### src/rtl/alu_sel_pkg.sv
package alu_sel_pkg;
  localparam int unsigned OP_W    = 3;
  localparam int unsigned FUNCT_W = 6;

  typedef enum logic [OP_W-1:0] {
    ALU_ADD  = 3'b000,
    ALU_SUB  = 3'b001,
    ALU_SLT  = 3'b010,
    ALU_SLTU = 3'b011,
    ALU_AND  = 3'b100,
    ALU_OR   = 3'b101,
    ALU_LUI  = 3'b110,
    ALU_NOR  = 3'b111
  } alu_ctrl_e;

  localparam logic [OP_W-1:0] CLASS_RTYPE = 3'b111;

  localparam logic [FUNCT_W-1:0] FN_ADD  = 6'h20;
  localparam logic [FUNCT_W-1:0] FN_SUB  = 6'h22;
  localparam logic [FUNCT_W-1:0] FN_AND  = 6'h24;
  localparam logic [FUNCT_W-1:0] FN_OR   = 6'h25;
  localparam logic [FUNCT_W-1:0] FN_NOR  = 6'h27;
  localparam logic [FUNCT_W-1:0] FN_SLT  = 6'h2A;
  localparam logic [FUNCT_W-1:0] FN_SLTU = 6'h2B;
endpackage

### src/rtl/sign_ext.sv
module sign_ext #(
  parameter int unsigned IN_W  = 16,
  parameter int unsigned OUT_W = 32
) (
  input  logic [IN_W-1:0]  val_i,
  output logic [OUT_W-1:0] val_o
);
  localparam int unsigned PAD_W = OUT_W - IN_W;

  generate
    if (PAD_W > 0) begin : g_pad
      assign val_o = {{PAD_W{val_i[IN_W-1]}}, val_i};
    end else begin : g_trunc
      assign val_o = val_i[OUT_W-1:0];
    end
  endgenerate
endmodule

### src/rtl/operand_mux.sv
module operand_mux #(
  parameter int unsigned DATA_W = 32,
  parameter int unsigned IMM_W  = 16
) (
  input  logic              alu_src_i,
  input  logic [DATA_W-1:0] reg_data_i,
  input  logic [IMM_W-1:0]  imm_i,
  output logic [DATA_W-1:0] operand_b_o
);
  logic [DATA_W-1:0] imm_ext;

  sign_ext #(.IN_W(IMM_W), .OUT_W(DATA_W)) u_sext (
    .val_i (imm_i),
    .val_o (imm_ext)
  );

  assign operand_b_o = alu_src_i ? imm_ext : reg_data_i;
endmodule

### src/rtl/funct_decode.sv
module funct_decode
  import alu_sel_pkg::*;
(
  input  logic [OP_W-1:0]    alu_op_i,
  input  logic [FUNCT_W-1:0] funct_i,
  output logic [OP_W-1:0]    alu_ctrl_o,
  output logic               invalid_o
);
  logic [OP_W-1:0] fn_ctrl;
  logic            fn_bad;

  always_comb begin
    fn_bad  = 1'b0;
    fn_ctrl = ALU_ADD;
    unique case (funct_i)
      FN_ADD:  fn_ctrl = ALU_ADD;
      FN_SUB:  fn_ctrl = ALU_SUB;
      FN_AND:  fn_ctrl = ALU_AND;
      FN_OR:   fn_ctrl = ALU_OR;
      FN_NOR:  fn_ctrl = ALU_NOR;
      FN_SLT:  fn_ctrl = ALU_SLT;
      FN_SLTU: fn_ctrl = ALU_SLTU;
      default: fn_bad  = 1'b1;
    endcase
  end

  always_comb begin
    if (alu_op_i != CLASS_RTYPE) begin
      alu_ctrl_o = alu_op_i;
      invalid_o  = 1'b0;
    end else begin
      // halt forces a harmless add code
      alu_ctrl_o = fn_bad ? ALU_ADD : fn_ctrl;
      invalid_o  = fn_bad;
    end
  end
endmodule

### src/rtl/alu_op_select.sv
module alu_op_select
  import alu_sel_pkg::*;
#(
  parameter int unsigned DATA_W = 32,
  parameter int unsigned IMM_W  = 16
) (
  input  logic [OP_W-1:0]    alu_op_i,
  input  logic [FUNCT_W-1:0] funct_i,
  input  logic               alu_src_i,
  input  logic [DATA_W-1:0]  reg_data_i,
  input  logic [IMM_W-1:0]   imm_i,
  output logic [DATA_W-1:0]  operand_b_o,
  output logic [OP_W-1:0]    alu_ctrl_o,
  output logic               invalid_o
);
  funct_decode u_dec (
    .alu_op_i   (alu_op_i),
    .funct_i    (funct_i),
    .alu_ctrl_o (alu_ctrl_o),
    .invalid_o  (invalid_o)
  );

  operand_mux #(.DATA_W(DATA_W), .IMM_W(IMM_W)) u_mux (
    .alu_src_i   (alu_src_i),
    .reg_data_i  (reg_data_i),
    .imm_i       (imm_i),
    .operand_b_o (operand_b_o)
  );
endmodule

### config.mk
export PLATFORM = sky130hd
export DESIGN_NAME = alu_op_select
export DESIGN_NICKNAME = d
export VERILOG_FILES = /design/src/rtl/alu_sel_pkg.sv /design/src/rtl/sign_ext.sv /design/src/rtl/operand_mux.sv /design/src/rtl/funct_decode.sv /design/src/rtl/alu_op_select.sv
export SDC_FILE = /design/constraint.sdc
export NUM_CORES = 1
export LEC_CHECK = 0
export BUFFER_PORTS_ARGS = -buffer_cell sky130_fd_sc_hd__buf_2
export CAP_MARGIN = 20
export CORE_ASPECT_RATIO = 0.75
export CORE_MARGIN = 5
export CORE_UTILIZATION = 31
export DETAILED_ROUTE_END_ITERATION = 12
export PLACE_DENSITY = 0.9
export REMOVE_ABC_BUFFERS = 1
export SETUP_SLACK_MARGIN = 0.1
export SLEW_MARGIN = 10
export SYNTH_ARGS = -nofsm -noshare
export SYNTH_HDL_FRONTEND = slang
export SYNTH_SLANG_ARGS = --single-unit
export TNS_END_PERCENT = 1
### constraint.sdc
create_clock -name vclk -period 1.1
set_input_delay 0.055 -clock vclk [all_inputs]
set_output_delay 0.055 -clock vclk [all_outputs]
set_load 0.02 [all_outputs]
== Word-level counts from Yosys, hierarchy flattened ==
Cells that the tools add are included.
Word-level totals
  bits in registers: 0
  logic and storage cells: 15
Operators by class
  equality and inequality tests: 8
  mux-type cells: 6
  reductions and logical operators: 1
Operators with widths (count)
  $eq A6 B6 Y1 const B: 7
  $mux W32: 1
  $pmux W3 S6: 1
  $reduce_or A7 Y1: 1
  $mux W3: 2
  $ne A3 B3 Y1 const B: 1
  $mux W1: 2

== Depth between registers and ports, before layout ==
  depth after elaboration: 4
  gate-level depth with buffers: 4
  depth with buffers taken out: 3

== By module ==
Synthesis repeated with hierarchy kept, for this count alone.
Second synthesis, totals
  cells, all modules: 91
  area, all modules: 917.1 um^2
By module, submodules not included
  operand_mux: instances 1, cells an instance 36, area each 544.3 um^2
  sign_ext: instances 1, cells an instance 32, area each 240.2 um^2
  funct_decode: instances 1, cells an instance 23, area each 132.6 um^2

== Worst setup path after synthesis ==
No wires, ideal clock.
  kind: input port to output port
  start point: in alu_src_i
  end point: out operand_b_o[16]
  arrival time: 0.837 ns
  required time: 1.045 ns
  slack: 0.208 ns
  stages on the path: 3
  path through: buf_6 clkbuf_1 o21ai_0
Between the ends
  cells in the longest elaborated chain, start to end: 1
RTL lines
  from (decl): RTL line alu_op_select.sv:9  | input logic alu_src_i,
  $mux W32: RTL line operand_mux.sv:17  | assign operand_b_o = alu_src_i ? imm_ext : reg_data_i;
  to (decl): RTL line alu_op_select.sv:12  | output logic [DATA_W-1:0] operand_b_o,
No other way between the ends.

== Final worst setup path ==
  start point: in funct_i[4]
  end point: out alu_ctrl_o[2]
Between the ends
  cells in the longest elaborated chain, start to end: 4
  elaborated cells between the ends (all ways): 11
  those cells by class: eq/ne: 7; mux: 3; reduce/logical: 1
RTL lines
  from (decl): RTL line alu_op_select.sv:8  | input logic [FUNCT_W-1:0] funct_i,
  $eq A6 B6 Y1: RTL line funct_decode.sv:15  | unique case (funct_i)
  $pmux W3 S6 / $reduce_or A7 Y1 (equally long branches)
  $mux W3 *: RTL line funct_decode.sv:33  | alu_ctrl_o = fn_bad ? ALU_ADD : fn_ctrl;
  $mux W3 *: RTL line funct_decode.sv:28  | if (alu_op_i != CLASS_RTYPE) begin
  to (decl): RTL line alu_op_select.sv:13  | output logic [OP_W-1:0] alu_ctrl_o,
Every way passes the cells marked *; elsewhere a longest branch is shown, timed or not.

==> results_dict.tcl <==
set metrics [dict create \
    status "completed" \
    placed_area_um2 1040 \
    yosys_warnings 0 \
    ir_drop_mv 0.336 \
    synthSimpleGateAreaFrac_pct 13.6 \
    yosys-mux-area-fraction_pct 41.2 \
    min_period_over_period_pct 86.1 \
    startpoint "funct_i[4]" \
    via_count 836 \
    rows 13 \
    fin_area_um2 1050 \
    post_cts.repair.setup_buffers 0 \
    yosys.area_share.adder_pct 0 \
    p_leak_nw 0.681 \
    tightest_slew_ps 278 \
    cp-end-kind "output port" \
    grt_max_degree 18 \
    core_region_area_um2 1710 \
    p_per_area_nw_per_um2 498 \
    fp.dieH_um 46.6 \
    wl_per_cell_um 11.3 \
    cp-endpoint "alu_ctrl_o[2]" \
    drtAntennaViolNets 0 \
    via_per_inst 4.35 \
    die-area_um2 2740 \
    fin_crit_ps 947 \
    dp_hpwl_mm 2.00 \
    postSynthCellCount 78 \
    cp_slowest_stage_delay_ps 240 \
    dieWidth_um 58.8 \
    crit_slowest_cell "nor2b_1" \
    ios 94 \
    design.seq.count 0 \
    crit_family "simple AND/OR/NAND/NOR gates" \
    ys_types 18 \
    slew_headroom_pct 81.4 \
    rsz0062_at_grt "false" \
    min_path_type "in -> out" \
    netlist_area_um2 553 \
    synth_top_family_by_area "multiplexers" \
    start_util_pct 32.4 \
    critical_path_required_ps 1040 \
    gp_congestion 0.682 \
    routed_wl_mm 2.16 \
    cp.depth 5 \
    grt_use_total_pct 13.7 \
    nets 230 \
    synth_area_per_cell_um2 7.09 \
    slew_viol_final 0 \
    cap_violations 0 \
    nClkBuffers 0 \
    path_class "in -> out" \
    synth_compound_area_share_pct 23.1 \
    grt_pass1_vias 768 \
    antenna_cells 0 \
    cp_num_buf_inv 2 \
    crit_arrival_ps 890 \
    place_ws_ps 106 \
    drtIter0Drc 5 \
    antenna_found_initial 0 \
    regArea_um2 0 \
    critPathLaunchType "input pin" \
    fmax_mhz 1060 \
    dr.pass1.iters 4 \
    yosysSeqAreaShare_pct 0 \
    tns_ps 0 \
    num-fill-cells 163 \
    setup_viol 0 \
    drc_errors 0 \
    critical_path.cell_chain "buf_2 > nor2b_1 > nand4bb_1 > a31oi_1 > buf_2" \
    synthXorXnorAreaFrac_pct 1.58 \
    worstPathMaxFanout 4 \
    gr-total-overflow 0 \
    hold_violations 0 \
    critPathMostFrequentCell "buf_2" \
    syn_to_final_growth_pct 89.6 \
    setup_slack_ps 153 \
    grt_pass1_wl_mm 3.07 \
    final_layout_size_suffix_gt1_share_pct 66.5 \
    port_buffers 94 \
]
==> worst min-delay path by stage <==
stage                   start              end  slack (ps)  depth (start not counted)
4_1_cts           alu_op_i[0]    alu_ctrl_o[2]         430                          3
3_3_place_gp      alu_op_i[0]    alu_ctrl_o[2]         430                          3
2_1_floorplan     alu_op_i[2]    alu_ctrl_o[2]         230                          2
6_report          alu_op_i[0]    alu_ctrl_o[2]         440                          3
5_1_grt        reg_data_i[18]  operand_b_o[18]         460                          4
3_5_place_dp      alu_op_i[0]    alu_ctrl_o[2]         430                          3
==> where the power goes <==
part | switching, W | internal [W] | leakage, nW
logic | 0.000277 | 0.000245 | 0.681
clock network | 0 | 0 | 0
registers | 0 | 0 | 0
==> per-layer routing <==
| layer | GRT usage (%) | vias up | wire (um) |
|---|---|---|---|
| met5 | 0 | - | 0 |
| met4 | 0 | 0 | 0 |
| met3 | 1.12 | 0 | 141 |
| met2 | 30.8 | 33 | 1240 |
| met1 | 14.4 | 360 | 779 |
| li1 | - | 443 | - |
==> repair_timing <==
item                       in CTS  in global routing
resized for setup               0                  2
hold buffers                    0                  0
setup endpoints to repair       0                 17
==> layout by cell type (no fill, tap or decap) <==
master / instances
a21oi_1: 2
a31oi_1: 2
buf_12: 1
buf_2: 94
buf_4: 1
buf_6: 1
inv_1: 18
mux2_2: 2
mux2_4: 13
mux2i_1: 1
nand2_1: 4
nand2_4: 1
nand3_1: 2
nand3b_1: 1
nand4bb_1: 1
nor2b_1: 4
o21ai_0: 21
xnor2_1: 1
==> layout make-up <==
cell class                 instances  area [um^2]  share of cell area [%]
tap                               22         27.5                    2.63
multi-input combinational         55          444                    42.4
timing repair buffer              97          509                    48.6
inverter                          18         67.6                    6.44
==> cell usage after synthesis <==
library cell / instances / area share [%]
a21oi_1: 2 / 1.8
a31oi_1: 2 / 2.3
buf_2: 1 / 0.90
buf_6: 2 / 4.1
buf_8: 1 / 2.7
clkbuf_1: 1 / 0.68
inv_1: 18 / 12
mux2_2: 2 / 4.1
mux2_4: 13 / 35
mux2i_1: 1 / 1.8
nand2_1: 4 / 2.7
nand2_2: 1 / 1.1
nand3_1: 2 / 1.8
nand3b_1: 1 / 1.4
nand4bb_1: 1 / 2.0
nor2b_1: 4 / 4.5
o21ai_0: 21 / 19
xnor2_1: 1 / 1.6
==> stage by stage <==
| step | hold WS, ps | cells | util [%] | power (W) |
|---|---|---|---|---|
| final | 436 | 192 | 61.4 | 0.000522 |
| after global routing | 461 | 192 | 61.4 | 0.000563 |
| after CTS | 433 | 192 | 60.9 | 0.000525 |
| after detailed placement | 432 | 192 | 60.9 | 0.000523 |
| after global placement | 428 | 192 | 60.9 | 0.000511 |
| after floorplan | 226 | 73 | - | 0.000273 |
==> kinds of logic after synthesis <==
kind of cell	after synthesis
xor gates and xnor gates	1
AOI/OAI and AO/OA	25
muxes	16
and+or+nand+nor	13
buffers and inverters	23
==> worst min-delay path: stages <==
cell	delay [ps]
buf_2	110
a31oi_1	70
buf_2	150
Power figures use the tool's default switching activity.
